--- src/rtl/bwc_pkg.sv ---
package bwc_pkg;
  localparam int REG_W    = 8;
  localparam int RCFG_W   = 2;
  localparam int BIT_WEN  = 0;
  localparam int BIT_LOCK = 1;
  localparam int RCFG_LSB = 2;
  localparam int BIT_TSS  = 4;
  localparam int BIT_SMMP = 5;
  localparam int N_STICKY = 2;
  // sticky index map
  localparam int STK_LOCK = 0;
  localparam int STK_SMMP = 1;

  typedef struct packed {
    logic [1:0]        rsvd;
    logic              smm_prot;
    logic              tss;
    logic [RCFG_W-1:0] rcfg;
    logic              lock;
    logic              wen;
  } bwc_reg_t;
endpackage

--- src/rtl/bwc_cfg_decode.sv ---
module bwc_cfg_decode #(
  parameter int              ADDR_W   = 8,
  parameter logic [ADDR_W-1:0] REG_ADDR = 'hDC
) (
  input  logic [ADDR_W-1:0] addr_i,
  input  logic              we_i,
  output logic              hit_o,
  output logic              wr_o
);
  always_comb begin
    hit_o = (addr_i == REG_ADDR);
    wr_o  = hit_o & we_i;
  end
endmodule

--- src/rtl/bwc_sticky.sv ---
module bwc_sticky #(
  parameter int N = 2
) (
  input  logic         clk_i,
  input  logic         rst_ni,
  input  logic         wr_i,
  input  logic [N-1:0] set_i,
  output logic [N-1:0] q_o
);
  for (genvar g = 0; g < N; g++) begin : g_bit
    always_ff @(posedge clk_i or negedge rst_ni) begin
      if (!rst_ni)                 q_o[g] <= 1'b0;
      else if (wr_i && set_i[g])   q_o[g] <= 1'b1;
    end

    AST_STICKY_HOLD: assert property (@(posedge clk_i) disable iff (!rst_ni)
      $past(q_o[g]) |-> q_o[g]);
  end
endmodule

--- src/rtl/bwc_smi_gen.sv ---
module bwc_smi_gen (
  input  logic clk_i,
  input  logic rst_ni,
  input  logic wr_i,
  input  logic lock_i,
  input  logic wen_data_i,
  output logic smi_o
);
  always_ff @(posedge clk_i or negedge rst_ni) begin
    if (!rst_ni) smi_o <= 1'b0;
    else         smi_o <= wr_i & lock_i & wen_data_i;
  end

  AST_SMI_NEEDS_LOCK: assert property (@(posedge clk_i) disable iff (!rst_ni)
    smi_o |-> $past(lock_i));
  AST_SMI_NEEDS_WRITE: assert property (@(posedge clk_i) disable iff (!rst_ni)
    smi_o |-> $past(wr_i));
endmodule

--- src/rtl/bios_wctl.sv ---
module bios_wctl
  import bwc_pkg::*;
#(
  parameter int                ADDR_W   = 8,
  parameter logic [ADDR_W-1:0] REG_ADDR = 'hDC,
  parameter logic [RCFG_W-1:0] RCFG_RST = 2'd2
) (
  input  logic              clk_i,
  input  logic              rst_ni,
  input  logic [ADDR_W-1:0] cfg_addr_i,
  input  logic [REG_W-1:0]  cfg_wdata_i,
  input  logic              cfg_we_i,
  output logic [REG_W-1:0]  cfg_rdata_o,
  input  logic              smm_i,
  input  logic              top_swap_i,
  output logic              fw_writable_o,
  output logic              smi_req_o
);
  logic                hit, wr;
  logic                wen_q;
  logic [RCFG_W-1:0]   rcfg_q;
  logic [N_STICKY-1:0] stk_set, stk_q;
  bwc_reg_t            view;

  bwc_cfg_decode #(.ADDR_W(ADDR_W), .REG_ADDR(REG_ADDR)) u_dec (
    .addr_i(cfg_addr_i), .we_i(cfg_we_i), .hit_o(hit), .wr_o(wr)
  );

  always_comb begin
    stk_set           = '0;
    stk_set[STK_LOCK] = cfg_wdata_i[BIT_LOCK];
    stk_set[STK_SMMP] = cfg_wdata_i[BIT_SMMP];
  end

  bwc_sticky #(.N(N_STICKY)) u_stk (
    .clk_i, .rst_ni, .wr_i(wr), .set_i(stk_set), .q_o(stk_q)
  );

  always_ff @(posedge clk_i or negedge rst_ni) begin
    if (!rst_ni) begin
      wen_q  <= 1'b0;
      rcfg_q <= RCFG_RST;
    end else if (wr) begin
      wen_q  <= cfg_wdata_i[BIT_WEN];
      rcfg_q <= cfg_wdata_i[RCFG_LSB +: RCFG_W];
    end
  end

  bwc_smi_gen u_smi (
    .clk_i, .rst_ni, .wr_i(wr), .lock_i(stk_q[STK_LOCK]),
    .wen_data_i(cfg_wdata_i[BIT_WEN]), .smi_o(smi_req_o)
  );

  always_comb begin
    view          = '0;
    view.wen      = wen_q;
    view.lock     = stk_q[STK_LOCK];
    view.rcfg     = rcfg_q;
    view.tss      = top_swap_i;
    view.smm_prot = stk_q[STK_SMMP];
    cfg_rdata_o   = hit ? view : '0;
    fw_writable_o = wen_q & (~stk_q[STK_SMMP] | smm_i);
  end

  AST_WR_NEEDS_SMM: assert property (@(posedge clk_i) disable iff (!rst_ni)
    (fw_writable_o && stk_q[STK_SMMP]) |-> smm_i);
  AST_WR_NEEDS_WEN: assert property (@(posedge clk_i) disable iff (!rst_ni)
    fw_writable_o |-> cfg_rdata_o[BIT_WEN] || !hit);
  AST_OFFADDR_NO_WRITE: assert property (@(posedge clk_i) disable iff (!rst_ni)
    (cfg_we_i && !hit) |=> ($stable(wen_q) && $stable(rcfg_q) && $stable(stk_q)));
  AST_RSVD_ZERO: assert property (@(posedge clk_i) disable iff (!rst_ni)
    cfg_rdata_o[7:6] == 2'b00);
endmodule

--- config.mk ---
export PLATFORM = sky130hd
export DESIGN_NAME = bios_wctl
export DESIGN_NICKNAME = d
export VERILOG_FILES = /design/src/rtl/bwc_pkg.sv /design/src/rtl/bwc_cfg_decode.sv /design/src/rtl/bwc_sticky.sv /design/src/rtl/bwc_smi_gen.sv /design/src/rtl/bios_wctl.sv
export SDC_FILE = /design/constraint.sdc
export NUM_CORES = 1
export LEC_CHECK = 0
export BUFFER_PORTS_ARGS = -buffer_cell sky130_fd_sc_hd__clkbuf_2
export CAP_MARGIN = 0
export CORE_AREA = 2 2 39 41
export DETAILED_ROUTE_END_ITERATION = 8
export DIE_AREA = 0 0 41 43
export SLEW_MARGIN = 20
export SYNTH_ARGS = -nofsm -noshare
export SYNTH_HDL_FRONTEND = slang
export SYNTH_SLANG_ARGS = --single-unit
--- constraint.sdc ---
create_clock -name clk_i -period 1.72 [get_ports clk_i]
set_input_delay 0.43 -clock clk_i [delete_from_list [all_inputs] [get_ports clk_i]]
set_output_delay 0.43 -clock clk_i [all_outputs]
set_load 0.005 [all_outputs]
==> results.txt <==
----------------------------------------------------
[STA]
  Maximum operating frequency ... slightly below 600 MHz
  Period minus WS final ... 1700 ps
  Portion of the clock cycle consumed by the worst path in the final layout ... a little over nine tenths
  Final setup viols ... 0
  Number of pins with negative max-slew slack in the final report ... 0
  WHS ... a little over 400 ps
  Total Neg Setup Slack ... 0 ps
  Fin worst setup slack ... approximately 22 ps
  Hold Fails Final Rpt ... 0
  Clock skew ... roughly 7.9 ps
  RSZ-0062 raised after global routing ... yes

[Layout]
  Finished Cell Area ... a little over 500 um^2
  Number of fill cells in the layout ... roughly 150
  Layout cells sized above 1 ... approximately 61%
  Fin nets ... between 80 and 90
  Layout overhead on the synthesized area ... 56.5%
  Final Util ... 37.1%
  Diode count ... 0

[Synth]
  Cell type with the highest aggregate area in the netlist ... sky130_fd_sc_hd__dfrtp_1
  Number of warning messages in the yosys log ... 0
  Number of synthesized flops with an enable pin ... 0
  Number of standard cells after synthesis ... 30
  Post-synth top cells ... sky130_fd_sc_hd__and2_1 (6), sky130_fd_sc_hd__dfrtp_1 (5), sky130_fd_sc_hd__mux2_4 (3)
  Area share of the leading cell type in the synthesized netlist ... about two fifths
  Dominant synthesized flop cell ... sky130_fd_sc_hd__dfrtp_1
  Async SR Flop Fraction ... 100%
  Mean post-synth cell area ... around 11 um^2
  Most numerous cell in the Yosys netlist ... sky130_fd_sc_hd__and2_1
  Most area-consuming cells after synthesis ... sky130_fd_sc_hd__dfrtp_1 (38%), sky130_fd_sc_hd__mux2_4 (14%), sky130_fd_sc_hd__and2_1 (11%), sky130_fd_sc_hd__dfstp_2 (8.0%), sky130_fd_sc_hd__a31o_2 (5.3%)
  Number of register bits inferred by synthesis ... 6
  Syn Std Cell Area ... 328 um^2
  Cell variety after synth ... 16
  Part of the Yosys area used for sequential elements ... 46.2%

[Critical path]
  Cell depth of the worst flop-to-flop path ... 1
  CP Data Required Time ... between 1000 and 1500 ps
  Critical Path Source Type ... input port
  Worst Setup End Kind ... output port
  Largest incremental delay on the critical path ... around 230 ps
  Crit-path most repeated cell ... sky130_fd_sc_hd__clkbuf_2
  Worst Path Class, Setup ... in -> out
  Series of cell instances along the critical path ... clkbuf_2, or2_1, nor3_1, buf_4, and2_1, clkbuf_2
  Largest fanout on the critical path ... 7
  Slowest-stage cell, CP ... sky130_fd_sc_hd__or2_1
  Critical path arrival ... 1270 ps

[Hold path]
  Worst hold path class ... in -> reg
  Cell depth of the worst min-delay path ... 3

[Routing]
  Amount of wire on met2 after detailed routing ... between 300 and 400 um
  Detailed-router iteration count before antenna repair ... 2
  Vias ... 318
  Routed length on met1 ... 281 um
  # DRC ... 0
  Uppermost layer routed ... met3
  Total routed wirelength ... just over 700 um
  Residual antenna-violating net count after detailed routing ... 0
  Average detailed-routed wire length per instance ... slightly above 9 um
  Vias/cell ... 4.13
  Wire length on met3 ... roughly 87 um
  Initial drt markers ... 2

[Status]
  Outcome ... completed

[Clock network]
  Number of H-tree levels ... 1
  Cell at the root of the clock tree ... sky130_fd_sc_hd__clkbuf_4
  TritonCTS buffer count ... 3
  Clock network latency to the later pin of the worst-skew pair ... between 200 and 300 ps
  Buffer depth of the longest clock path ... 2
  CTS tree ... built
  Clock transition at the registers of the reported paths ... ~40 ps
  Clock sinks ... 6

[Place]
  Post-Place Cell Area ... 469 um^2
  Count of input and output buffers ... 25
  Post-placement worst setup slack ... -27.0 ps
  HPWL reported at the end of detailed placement ... 577 um
  Gp weighted congestion ... between 0.6 and 0.7

[Die]
  Placement Rows ... 14
  Vertical die dimension ... 43 um
  Count of boundary I/O pins ... 31
  Core area ... about 1400 um^2
  Width of the die ... slightly above 40 um
  Initial standard-cell utilization of the core ... 23.7%
  Die outline area ... 1760 um^2

[Pwr]
  Part of the total power dissipated in combinational logic ... between 10 and 15%
  Power density normalized to cell area ... roughly 650 nW/um^2
  Sequential power share ... between 40 and 50%
  Portion of total power attributed to the clock network ... a little over two fifths
  Net switching power ... between 0.00007 and 0.00008 W
  Lkg Pwr ... between 0.2 and 0.3 nW
  Design internal power ... 0.000261 W
  Net Sw Frac ... between 20% and 30%
  VDD IR-drop max ... between 0.0002 and 0.00025 V

[Global routing]
  First-pass GRT wire length ... 1.17 mm
  Via count of the first global-routing pass ... a little over 300
  Number of antenna violations at the first check in global routing ... 0
  Grt ovf ... 0
  Largest net degree at the start of global routing ... 9
  Total global routing track utilization ... between 10% and 20%

[Flow run]
  Max-capacitance violation count ... 0

----------------------------------------------------
flip-flops by register name (all words and copies together), names as in the netlist:
signal,count
rcfg_q,2
wen_q,1
u_stk.q_o,2
u_smi.smi_o,1
critical path, delay by kind of cell:
family | cells | cell delay, ps
and+or+nand+nor | 3 | 490
buffers and inverters | 3 | 350
layer usage:
layer  up-vias  GRT usage (%)
met5         -              0
met4         0           8.00
met3         0           7.85
met2        21           14.4
met1       138           11.6
li1        159              -
kinds of logic after synthesis:
kind of cell,Yosys count,synth area share (%)
AO/OA/AOI/OAI,3,7.64
buffers and inverters,4,6.87
flip-flops,6,46.2
multiplexers,3,13.7
other,1,1.14
AND/OR/NAND/NOR,13,24.4
power by group through the flow:
stage          Combinational [W]  Sequential [W]  Clock (W)
2_1_floorplan          0.0000166        0.000152          0
3_3_place_gp           0.0000362        0.000153          0
3_5_place_dp           0.0000368        0.000154          0
4_1_cts                0.0000388        0.000152   0.000150
5_1_grt                0.0000432        0.000153   0.000162
6_report               0.0000382        0.000152   0.000141
repair_timing:
action | in CTS | in global routing
pin swaps | 1 | 0
buffers inserted | 0 | 1
hold endpoints to repair | 3 | 0
resized for setup | 0 | 1
hold buffers | 1 | 0
endpoints found under the setup margin | 6 | 6
path summary, 6_finish.rpt:
kind	from	end	slack, ps
worst max-delay path	cfg_addr_i[1]	cfg_rdata_o[2]	20
worst min-delay path	cfg_wdata_i[0]	u_smi.smi_o	410
worst max register to register	wen_q	wen_q	960
worst min register to register	u_stk.q_o[1]	u_stk.q_o[1]	500
max in group asynchronous	rst_ni	rcfg_q[1]	940
min in group asynchronous	rst_ni	u_stk.q_o[0]	550
layout make-up:
type                    instances  area [um^2]  area share (%)
clock buffers                   4         26.3            5.12
multi-input cells              21          158            30.7
well taps                      16         20.0            3.90
inverters                       2         7.51            1.46
flip-flops and latches          6          151            29.5
repair buffers                 28          150            29.3
cell usage in the layout, fill, tap and decap left out:
| master | instances |
|---|---|
| sky130_fd_sc_hd__dfstp_2 | 1 |
| sky130_fd_sc_hd__nand2b_1 | 1 |
| sky130_fd_sc_hd__nand2_1 | 1 |
| sky130_fd_sc_hd__and2_1 | 6 |
| sky130_fd_sc_hd__nand4_1 | 1 |
| sky130_fd_sc_hd__buf_2 | 1 |
| sky130_fd_sc_hd__or4_4 | 1 |
| sky130_fd_sc_hd__or2_1 | 1 |
| sky130_fd_sc_hd__a21boi_0 | 1 |
| sky130_fd_sc_hd__nor3_1 | 1 |
| sky130_fd_sc_hd__a31o_2 | 2 |
| sky130_fd_sc_hd__clkbuf_4 | 3 |
| sky130_fd_sc_hd__dfrtp_1 | 5 |
| sky130_fd_sc_hd__nor2_1 | 1 |
| sky130_fd_sc_hd__inv_1 | 2 |
| sky130_fd_sc_hd__clkbuf_1 | 1 |
| sky130_fd_sc_hd__clkbuf_2 | 24 |
| sky130_fd_sc_hd__dlygate4sd3_1 | 1 |
| sky130_fd_sc_hd__buf_4 | 2 |
| sky130_fd_sc_hd__conb_1 | 2 |
| sky130_fd_sc_hd__mux2_4 | 3 |
through the flow:
stage / power [W] / std cells
after floorplan: 0.000169 / 31
after global routing: 0.000358 / 77
after global placement: 0.000189 / 71
final: 0.000331 / 77
after CTS: 0.000340 / 76
after detailed placement: 0.000191 / 71
Power figures use the tool's default switching activity.
